[src/rtl/spi_xe_pkg.sv]
package spi_xe_pkg;
  localparam int CHAR_W = 16;
  localparam int HL_W   = 10;

  typedef struct packed {
    logic       cpol;
    logic       cpha;
    logic       msb;
    logic       div16;
    logic [3:0] pm;
    logic [2:0] rsv_hi;
    logic       cs_pol;
    logic [3:0] clen;
    logic [3:0] bef;
    logic [3:0] aft;
    logic [4:0] gap;
    logic [2:0] rsv_lo;
  } cs_cfg_t;

  typedef enum logic [2:0] {
    ST_IDLE, ST_SETUP, ST_LOAD, ST_SHIFT, ST_GAP, ST_HOLD
  } st_t;

  // Input clocks per half serial-clock period, minus one.
  function automatic logic [HL_W-1:0] half_limit(input logic [3:0] pm, input logic d16);
    logic [HL_W-1:0] p, base;
    p    = (pm < 4'd2) ? HL_W'(2) : HL_W'(pm);
    base = (p + HL_W'(1)) << 1;
    return d16 ? ((base << 4) - HL_W'(1)) : (base - HL_W'(1));
  endfunction

  // Position inside a right-justified character of the b-th bit on the wire.
  function automatic logic [3:0] bit_pos(input logic msb, input logic [3:0] clen,
                                         input logic [3:0] b);
    return msb ? (clen - b) : b;
  endfunction
endpackage

[src/rtl/spi_half_tick.sv]
module spi_half_tick #(
  parameter int CNT_W = 10
) (
  input  logic             clk,
  input  logic             rst_n,
  input  logic             clr,
  input  logic             run,
  input  logic [CNT_W-1:0] hlim,
  output logic             tick
);
  logic [CNT_W-1:0] cnt;

  assign tick = run && (cnt == hlim);

  always_ff @(posedge clk or negedge rst_n) begin
    if (!rst_n)                  cnt <= '0;
    else if (clr || !run || tick) cnt <= '0;
    else                         cnt <= cnt + CNT_W'(1);
  end
endmodule

[src/rtl/spi_char_shift.sv]
module spi_char_shift
  import spi_xe_pkg::*;
(
  input  logic              clk,
  input  logic              rst_n,
  input  logic              load,
  input  logic [CHAR_W-1:0] tx_word,
  input  logic              msb,
  input  logic [3:0]        clen,
  input  logic [4:0]        nbits,
  input  logic              cpha,
  input  logic              lead_tick,
  input  logic              trail_tick,
  input  logic              sin,
  output logic              sout,
  output logic              char_end,
  output logic [CHAR_W-1:0] rx_word
);
  logic [3:0]        b;
  logic [CHAR_W-1:0] txw, rxw, rx_nxt;
  logic [3:0]        pos_b, pos_n;
  logic              last_bit, sample_now;

  assign pos_b      = bit_pos(msb, clen, b);
  assign pos_n      = bit_pos(msb, clen, b + 4'd1);
  assign last_bit   = ({1'b0, b} == (nbits - 5'd1));
  assign char_end   = trail_tick && last_bit;
  assign sample_now = cpha ? trail_tick : lead_tick;

  always_comb begin
    rx_nxt = rxw;
    if (sample_now) rx_nxt[pos_b] = sin;
  end

  always_ff @(posedge clk or negedge rst_n) begin
    if (!rst_n) begin
      b <= '0; txw <= '0; rxw <= '0; sout <= 1'b0; rx_word <= '0;
    end else if (load) begin
      txw <= tx_word;
      b   <= '0;
      rxw <= '0;
      if (!cpha) sout <= tx_word[bit_pos(msb, clen, 4'd0)];
    end else begin
      rxw <= rx_nxt;
      if (lead_tick && cpha) sout <= txw[pos_b];
      if (trail_tick && !last_bit) begin
        b <= b + 4'd1;
        if (!cpha) sout <= txw[pos_n];
      end
      if (char_end) rx_word <= rx_nxt;
    end
  end
endmodule

[src/rtl/spi_xact_engine.sv]
module spi_xact_engine
  import spi_xe_pkg::*;
#(
  parameter int NUM_CS = 4,
  parameter int LEN_W  = 16,
  parameter int CMD_W  = 32
) (
  input  logic                 clk,
  input  logic                 rst_n,
  input  logic                 glb_en,
  input  logic                 loopback,
  input  logic                 cmd_valid,
  input  logic [CMD_W-1:0]     cmd_word,
  input  logic [NUM_CS*32-1:0] cs_cfg,
  input  logic                 tx_empty,
  input  logic [CHAR_W-1:0]    tx_data,
  output logic                 tx_pop,
  output logic                 rx_push,
  output logic [CHAR_W-1:0]    rx_data,
  output logic                 sclk,
  output logic                 mosi,
  input  logic                 miso,
  output logic [NUM_CS-1:0]    cs_o,
  output logic                 busy,
  output logic                 done
);
  localparam int CS_W   = $clog2(NUM_CS);
  localparam int BITS_W = LEN_W + 4;

  st_t              st, st_n;
  cs_cfg_t          cfg, new_cfg;
  logic [CS_W-1:0]  sel, cmd_cs;
  logic [LEN_W-1:0] cmd_len;
  logic [BITS_W-1:0] bits_left;
  logic [6:0]       hcnt;
  logic             sclk_q, done_q, rx_push_q;

  // Named internal events
  logic             accept, tick, lead_tick, trail_tick, char_end, last_char;
  logic             hc_done, release_ev, sin;
  logic [4:0]       clen5, nbits;
  logic [HL_W-1:0]  hlim;

  assign cmd_cs  = cmd_word[CMD_W-1 -: CS_W];
  assign cmd_len = cmd_word[LEN_W-1:0];
  assign new_cfg = cs_cfg_t'(cs_cfg[cmd_cs*32 +: 32]);
  assign accept  = (st == ST_IDLE) && cmd_valid && glb_en;

  assign hlim       = half_limit(cfg.pm, cfg.div16);
  assign clen5      = {1'b0, cfg.clen} + 5'd1;
  assign nbits      = (bits_left >= BITS_W'(clen5)) ? clen5 : bits_left[4:0];
  assign last_char  = (bits_left == BITS_W'(nbits));
  assign lead_tick  = tick && (st == ST_SHIFT) && !sclk_q;
  assign trail_tick = tick && (st == ST_SHIFT) && sclk_q;
  assign hc_done    = tick && (hcnt == 7'd0);
  assign tx_pop     = (st == ST_LOAD) && !tx_empty;
  assign release_ev = (st != ST_IDLE) && (st_n == ST_IDLE);
  assign sin        = loopback ? mosi : miso;

  always_comb begin
    st_n = st;
    unique case (st)
      ST_IDLE:  if (accept) st_n = (new_cfg.bef != 4'd0) ? ST_SETUP : ST_LOAD;
      ST_SETUP: if (hc_done) st_n = ST_LOAD;
      ST_LOAD:  if (!tx_empty) st_n = ST_SHIFT;
      ST_SHIFT: if (char_end) begin
                  if (last_char) st_n = (cfg.aft != 4'd0) ? ST_HOLD : ST_IDLE;
                  else           st_n = (cfg.gap != 5'd0) ? ST_GAP  : ST_LOAD;
                end
      ST_GAP:   if (hc_done) st_n = ST_LOAD;
      ST_HOLD:  if (hc_done) st_n = ST_IDLE;
      default:  st_n = ST_IDLE;
    endcase
  end

  spi_half_tick #(.CNT_W(HL_W)) i_tick (
    .clk  (clk),
    .rst_n(rst_n),
    .clr  (st_n != st),
    .run  ((st != ST_IDLE) && (st != ST_LOAD)),
    .hlim (hlim),
    .tick (tick)
  );

  spi_char_shift i_shift (
    .clk       (clk),
    .rst_n     (rst_n),
    .load      (tx_pop),
    .tx_word   (tx_data),
    .msb       (cfg.msb),
    .clen      (cfg.clen),
    .nbits     (nbits),
    .cpha      (cfg.cpha),
    .lead_tick (lead_tick),
    .trail_tick(trail_tick),
    .sin       (sin),
    .sout      (mosi),
    .char_end  (char_end),
    .rx_word   (rx_data)
  );

  always_ff @(posedge clk or negedge rst_n) begin
    if (!rst_n) begin
      st <= ST_IDLE; cfg <= '0; sel <= '0; bits_left <= '0; hcnt <= '0;
      sclk_q <= 1'b0; done_q <= 1'b0; rx_push_q <= 1'b0;
    end else begin
      st        <= st_n;
      done_q    <= release_ev;
      rx_push_q <= char_end;
      if (accept) begin
        cfg       <= new_cfg;
        sel       <= cmd_cs;
        bits_left <= (BITS_W'(cmd_len) + BITS_W'(1)) << 3;
        hcnt      <= {2'b0, new_cfg.bef, 1'b0} - 7'd1;
      end
      if (tick && (st inside {ST_SETUP, ST_GAP, ST_HOLD}) && (hcnt != 7'd0))
        hcnt <= hcnt - 7'd1;
      if (lead_tick)  sclk_q <= 1'b1;
      if (trail_tick) sclk_q <= 1'b0;
      if (char_end) begin
        bits_left <= bits_left - BITS_W'(nbits);
        if (last_char) hcnt <= {2'b0, cfg.aft, 1'b0} - 7'd1;
        else           hcnt <= {1'b0, cfg.gap, 1'b0} - 7'd1;
      end
    end
  end

  assign busy    = (st != ST_IDLE);
  assign done    = done_q;
  assign rx_push = rx_push_q;
  assign sclk    = cfg.cpol ^ sclk_q;

  for (genvar i = 0; i < NUM_CS; i++) begin : g_cs
    assign cs_o[i] = cs_cfg[i*32 + 20] ^ (busy && (sel == CS_W'(i)));
  end
endmodule

[config.mk]
export PLATFORM = sky130hd
export DESIGN_NAME = spi_xact_engine
export DESIGN_NICKNAME = d
export VERILOG_FILES = /design/src/rtl/spi_xe_pkg.sv /design/src/rtl/spi_half_tick.sv /design/src/rtl/spi_char_shift.sv /design/src/rtl/spi_xact_engine.sv
export SDC_FILE = /design/constraint.sdc
export NUM_CORES = 1
export LEC_CHECK = 0
export BUFFER_PORTS_ARGS = -buffer_cell sky130_fd_sc_hd__buf_2
export CORE_MARGIN = 2
export CORE_UTILIZATION = 48
export DETAILED_ROUTE_END_ITERATION = 8
export HOLD_SLACK_MARGIN = 0.08
export PLACE_DENSITY = 0.84
export RECOVER_POWER = 25
export SYNTH_ARGS = -nofsm -noshare
export SYNTH_HDL_FRONTEND = slang
export SYNTH_HIERARCHICAL = 1
export SYNTH_SLANG_ARGS = --single-unit
[constraint.sdc]
create_clock -name clk -period 5.47 [get_ports clk]
set_input_delay 1.094 -clock clk [delete_from_list [all_inputs] [get_ports clk]]
set_output_delay 1.094 -clock clk [all_outputs]
set_load 0.02 [all_outputs]
==> impl_metrics.toml, run 1 <==
[run_status]
status = "finished with violations"
violations = "capacitance limit, slew limit"

[timing]
fmax_mhz = 204
finalSetupTns_ns = 0
tightest_slew_ns = 3.73
finalSetupViolCount = 0
worst_slack_ns = 0.569
grt_setup_unrepaired = "false"
final-max-slew-violation-count = 70
maxSlewHeadroom = -1.48
skew_ns = 0.00675
holdWs_ns = 0.503
finalCritPeriodShare = 0.896
min_period_ns = 4.90
hold_viol = 0

[min_path]
min_path_type = "flop to flop"

[global_routing]
grt_antenna_before_repair = 0
grt_max_degree = 70
first_global_vias = 7341
grt_pass1_wl_mm = 34.6
grt.overflow.total = 0
grt_util_all_layers = 0.233

[cells_and_area]
multi_input_area_um2 = 5090
fin_util = 0.583
seqCellArea_um2 = 2980
mostFrequentLayoutCells = "buf_2, dfrtp_1, nand2_1, nor2_1, mux2i_1"
n_antenna_cell = 0
syn2layout_area_growth_pct = 19.0
drive_gt1_frac = 0.275
final_common_cell = "buf_2"
final_area_um2 = 10100
fillers = 1432
fin_cells = 1287
nets = 1265

[critical_path]
slowest_stage = "dfrtp_1"
worst_ep_arrival_time_ns = 5.25
max_stage_delay_ns = 0.62
worstPathCellList = "xor2_1 -> inv_1 -> ha_1 -> a21o_1 -> a21o_2 -> a2111oi_4 -> mux2i_1 -> inv_1 -> ha_1 -> xnor2_1 -> nor2_1 -> o311a_1 -> and2_4 -> nand2_1 -> nand3_1 -> a21boi_0 -> o2111ai_1 -> inv_1 -> o311ai_4 -> nor2_1"
crit_top_cell = "inv_1"
worstSetupPathType = "flop to flop"
crit_required_ns = 5.82
cp_max_fo = 36
start_kind = "flop"
crit_path_end_kind = "flop"

[route]
drtIter0Drc = 552
wl_per_cell_um = 15.9
vias = 7256
wirelength_mm = 20.5
ant_nets = 0
dr.pass1.iters = 5
drc_errors = 0
viasPerCell = 5.64

[logic_synthesis]
syn-num-nets = 1109
synthArstFlopShare = 1.00
synth.distinct_cells = 73
synth_area_leaders = "dfrtp_1, mux4_2, mux2i_1"
synth_seq_cells = 119
synth_cells = 893
synth_warnings = 6
netlist.area_leader.share = 0.352
syn_avg_cell_area_um2 = 9.46
synth_edf_count = 0
yosys.area.top_type = "dfrtp_1"
netlist_area_um2 = 8450
yosysSeqAreaShare = 0.352
synthFlopType = "dfrtp_1"

[die]
io_pins = 209
die_h_um = 137
num_rows = 48
die_w_um = 137
core-area_um2 = 17200
start_util = 0.490
die_area_um2 = 18700

[placed_design]
dp_cells = 1255
place_area_um2 = 9430
gp_congestion = 0.891
post-dp-hpwl_mm = 14.9
post-place-ws_ns = 0.570
io_buffers = 170

[pwr]
switching_share = 0.390
power_frac_comb = 0.425
total_power_mw = 4.56
intPower_mw = 2.78
irDropWorstVdd_mv = 0.283
p_clk_frac = 0.257
seqPwrFrac = 0.318
leakagePower_nw = 4.61
power_density_nw_per_um2 = 453
p_sw_mw = 1.78

[cts]
clock_latency_ns = 0.42
hold_buffers = 0
cts_resized = 0
cts_max_level = 4
cts_tree = "yes"
cts_buffer_depth = 2
cts_root_buf = "clkbuf_16"
clock_sinks = 119
cts_setup_buffers = 0
cts_buffers = 17
clkTransAtPathRegs_ns = 0.05

[job]
maxCapViolations = 1
[area by class of cell]
type,count,area share
multi-input combinational,693,0.507
sequential,119,0.296
timing repair buffer,182,0.0935
clock buffer,21,0.0478
tap,225,0.0280
clock inverter,11,0.0144
inverter,36,0.0134
[synth_stat cells, types with 6 or more instances]
library cell / instances
clkbuf_1: 25
mux2i_1: 46
a21oi_2: 7
a211oi_1: 9
nor4_1: 9
o31ai_1: 7
and3_1: 8
nor2_1: 94
o21a_1: 7
nand2b_1: 10
mux2_2: 22
a21o_1: 9
mux4_2: 29
nand4_1: 14
inv_1: 35
nor2b_1: 7
o21ai_0: 37
a22oi_1: 6
xor2_1: 24
dfrtp_1: 119
nor3_1: 32
a21oi_1: 29
o211ai_1: 8
nand2_1: 104
nand3_1: 34
xnor2_1: 41
ha_1: 30
buf_6: 9
[state kept, by name (all words and copies together) (netlist names), 2 cells and up]
signal	flops
cfg	21
bits_left	20
i_shift/rx_word	16
i_shift/rxw	16
i_shift/txw	16
i_tick/cnt	10
hcnt	7
i_shift/b	4
st	3
sel	2
[cell families after synthesis]
family,synth area share
flops,0.352
xor+xnor,0.0712
fa+ha+maj,0.0515
other cells,0.000444
mux,0.166
buf+inv,0.0453
simple gates,0.190
compound gates,0.123
[path summary, 6_finish.rpt]
kind,start,endpoint,slack (ns),cells after the start
worst max-delay path,cfg[18]$_DFFE_PN0P_,i_tick/cnt[3]$_DFF_PN0_,0.57,20
worst min-delay path,cfg[24]$_DFFE_PN0P_,cfg[24]$_DFFE_PN0P_,0.50,2
worst max register to register,cfg[18]$_DFFE_PN0P_,i_tick/cnt[3]$_DFF_PN0_,0.57,20
worst min register to register,cfg[24]$_DFFE_PN0P_,cfg[24]$_DFFE_PN0P_,0.50,2
max in group asynchronous,rst_n,cfg[16]$_DFFE_PN0P_,1.36,2
min in group asynchronous,rst_n,sel[0]$_DFFE_PN0P_,1.95,1
[power groups by stage]
stage | registers (mW) | clock network, mW | logic [mW]
3_5_place_dp | 1.45 | 0 | 1.91
6_report | 1.45 | 1.17 | 1.94
5_1_grt | 1.49 | 1.23 | 2.17
3_3_place_gp | 1.44 | 0 | 1.85
2_1_floorplan | 1.33 | 0 | 1.57
4_1_cts | 1.44 | 1.19 | 1.94
[worst max-delay path, delay by kind of cell (launching register included)]
family	cells	cell delay, ns
muxes	1	0.41
DFF	1	0.62
xor gates and xnor gates	2	0.39
buffers and inverters	3	0.28
adders and majority gates	2	0.56
and+or+nand+nor	5	0.94
AOI/OAI and AO/OA	7	1.60
[metal layers]
| layer | GRT usage | share of wire | vias up |
|---|---|---|---|
| met5 | 0 | 0 | - |
| met1 | 0.287 | 0.42 | 3489 |
| met3 | 0.0411 | 0.050 | 36 |
| met2 | 0.408 | 0.51 | 227 |
| met4 | 0.0839 | 0.020 | 0 |
| li1 | - | - | 3504 |
No activity file was read; power rests on OpenSTA's default activity.
==> run 2, diff against run 1 <==
==> constraint.sdc (replaced) <==
create_clock -name clk -period 5.47 [get_ports clk]
set_input_delay 0.2735 -clock clk [delete_from_list [all_inputs] [get_ports clk]]
set_output_delay 0.2735 -clock clk [all_outputs]
set_load 0.02 [all_outputs]
==> impl_metrics.toml, run 2 (synthesis results as in run 1) <==
[critical_path]
r2r_slack_ns = 0.60
endpoint = "i_shift/rx_word[12]$_DFFE_PN0P_"
cp_max_fo = 9
ff2ff_path_depth = 18
crit_start = "cfg[26]$_DFFE_PN0P_"
max_stage_delay_ns = 0.52
start_kind = "flop"
crit_required_ns = 5.74
crit_path_end_kind = "flop"
timing.rr.end = "i_shift/rx_word[12]$_DFFE_PN0P_"
crit_family = "simple AND/OR/NAND/NOR gates"
cp.depth = 18
worstSetupPathType = "flop to flop"
worst_ep_arrival_time_ns = 5.13
slowest_stage = "nor3_1"
worstPathCellList = "o31ai_1 -> inv_1 -> ha_1 -> o31ai_1 -> a21o_1 -> nor2_1 -> a21oi_1 -> xnor2_1 -> nand4_1 -> nor3_1 -> nand3_1 -> nor2_1 -> mux2i_1 -> nand2b_1 -> or2_0 -> nor3_1 -> mux2i_1 -> a21oi_1"
rr_startpoint = "cfg[26]$_DFFE_PN0P_"
critPathBufInv = 1

[die]
core-area_um2 = 17200
die_area_um2 = 18700
die_h_um = 137
num_rows = 48
die_w_um = 137
io_pins = 209
start_util = 0.490

[timing]
maxSlewHeadroom = -1.66
skew_ns = 0.00873
finalCritPeriodShare = 0.890
finalSetupViolCount = 0
fmax_mhz = 206
tightest_slew_ns = 3.99
hold_viol = 0
grt_setup_unrepaired = "false"
worst_slack_ns = 0.604
min_period_ns = 4.87
finalSetupTns_ns = 0
final-max-slew-violation-count = 76

[cts]
cts_root_buf = "clkbuf_16"
cts_tree = "yes"
clkTransAtPathRegs_ns = 0.06
clock_sinks = 119
cts_buffers = 17
clock_latency_ns = 0.43
cts_setup_buffers = 0
cts_max_level = 4
cts_buffer_depth = 2

[global_routing]
first_global_vias = 7326
grt_pass1_wl_mm = 34.7
grt_max_degree = 76
grt_util_all_layers = 0.235
grt_antenna_before_repair = 0
grt.overflow.total = 0

[route]
dr.pass1.iters = 5
vias = 7303
drtIter0Drc = 507
drc_errors = 0
viasPerCell = 5.67
ant_nets = 0
wirelength_mm = 20.6
wl_per_cell_um = 16.0

[pwr]
power_density_nw_per_um2 = 463
leakagePower_nw = 4.56
irDropWorstVdd_mv = 0.323
total_power_mw = 4.68

[cells_and_area]
nets = 1266
n_antenna_cell = 0
largest_reg_flops = 21
final_common_cell = "buf_2"
syn2layout_area_growth_pct = 19.5
final_area_um2 = 10100
mostFrequentLayoutCells = "buf_2, dfrtp_1, nand2_1, nor2_1, mux2i_1"
reg.largest.list = "cfg: 21 flops, bits_left: 20 flops"
largest-register = "cfg"
fin_cells = 1288
drive_gt1_frac = 0.258

[placed_design]
dp_cells = 1255
gp_congestion = 0.871
io_buffers = 170
place_area_um2 = 9430
post-dp-hpwl_mm = 15.1
post-place-ws_ns = 0.697

[run_status]
status = "finished with violations"
violations = "capacitance limit, slew limit"

[min_path]
min_path_type = "input port to flop"

[job]
maxCapViolations = 1
## run 2: cell types whose count changed in the layout (fill, tap and decap cells not counted), sizes merged
cell	before	now
clkinv	4	1
inv	37	39
clkinvlp	3	4
dlygate4sd3	0	1
buf	181	163
bufinv	3	6
clkbuf	22	37
## run 2: metrics by stage
stage               hold slack (ns)  utilization
CTS                          0.0844        0.588
global route                 0.0854        0.586
floorplan                   -0.0221            -
detailed placement            0.483        0.547
finish                       0.0967        0.586
global placement              0.479        0.547
## run 2: how the worst min path moves through the flow
stage	from	endpoint	slack, ns	cells after the start
after floorplan	rst_n	bits_left[0]$_DFFE_PN0P_	-0.02	0
after global placement	rst_n	sel[1]$_DFFE_PN0P_	0.48	1
after detailed placement	rst_n	done$_DFF_PN0_	0.48	1
after CTS	tx_data[2]	i_shift/txw[2]$_DFFE_PN0P_	0.08	2
after global routing	tx_data[10]	i_shift/txw[10]$_DFFE_PN0P_	0.09	2
final	tx_data[2]	i_shift/txw[2]$_DFFE_PN0P_	0.1	2
## run 2: where the power goes
group	switching (mW)	internal, mW
Combinational	1.05	0.887
Clock	0.426	0.870
Sequential	0.326	1.12
Total	1.80	2.88
## run 2: what timing repair did
| item | in CTS | in global routing |
|---|---|---|
| endpoints found under the hold margin | 74 | 0 |
| gates resized for setup | 0 | 0 |
| setup endpoints to repair | 0 | 0 |
| hold buffers | 1 | 0 |
## run 2: metal layers
layer / global-route usage / wire (um) / vias to the layer above / part of all wire
met5: 0 / 0 / - / 0
met4: 0.0689 / 330 / 0 / 0.016
met3: 0.0474 / 1040 / 27 / 0.050
met2: 0.416 / 10700 / 237 / 0.52
met1: 0.288 / 8610 / 3525 / 0.42
li1: - / - / 3514 / -
## run 2: cell type report
| type | instances | area (um2) |
|---|---|---|
| multi-input cells | 693 | 5090 |
| repair buffers | 183 | 927 |
| flip-flops and latches | 119 | 2980 |
| fillers | 1441 | 7140 |
| inverters | 36 | 135 |
| clock buffers | 18 | 439 |
| well taps | 225 | 282 |
| clock inverters | 14 | 245 |
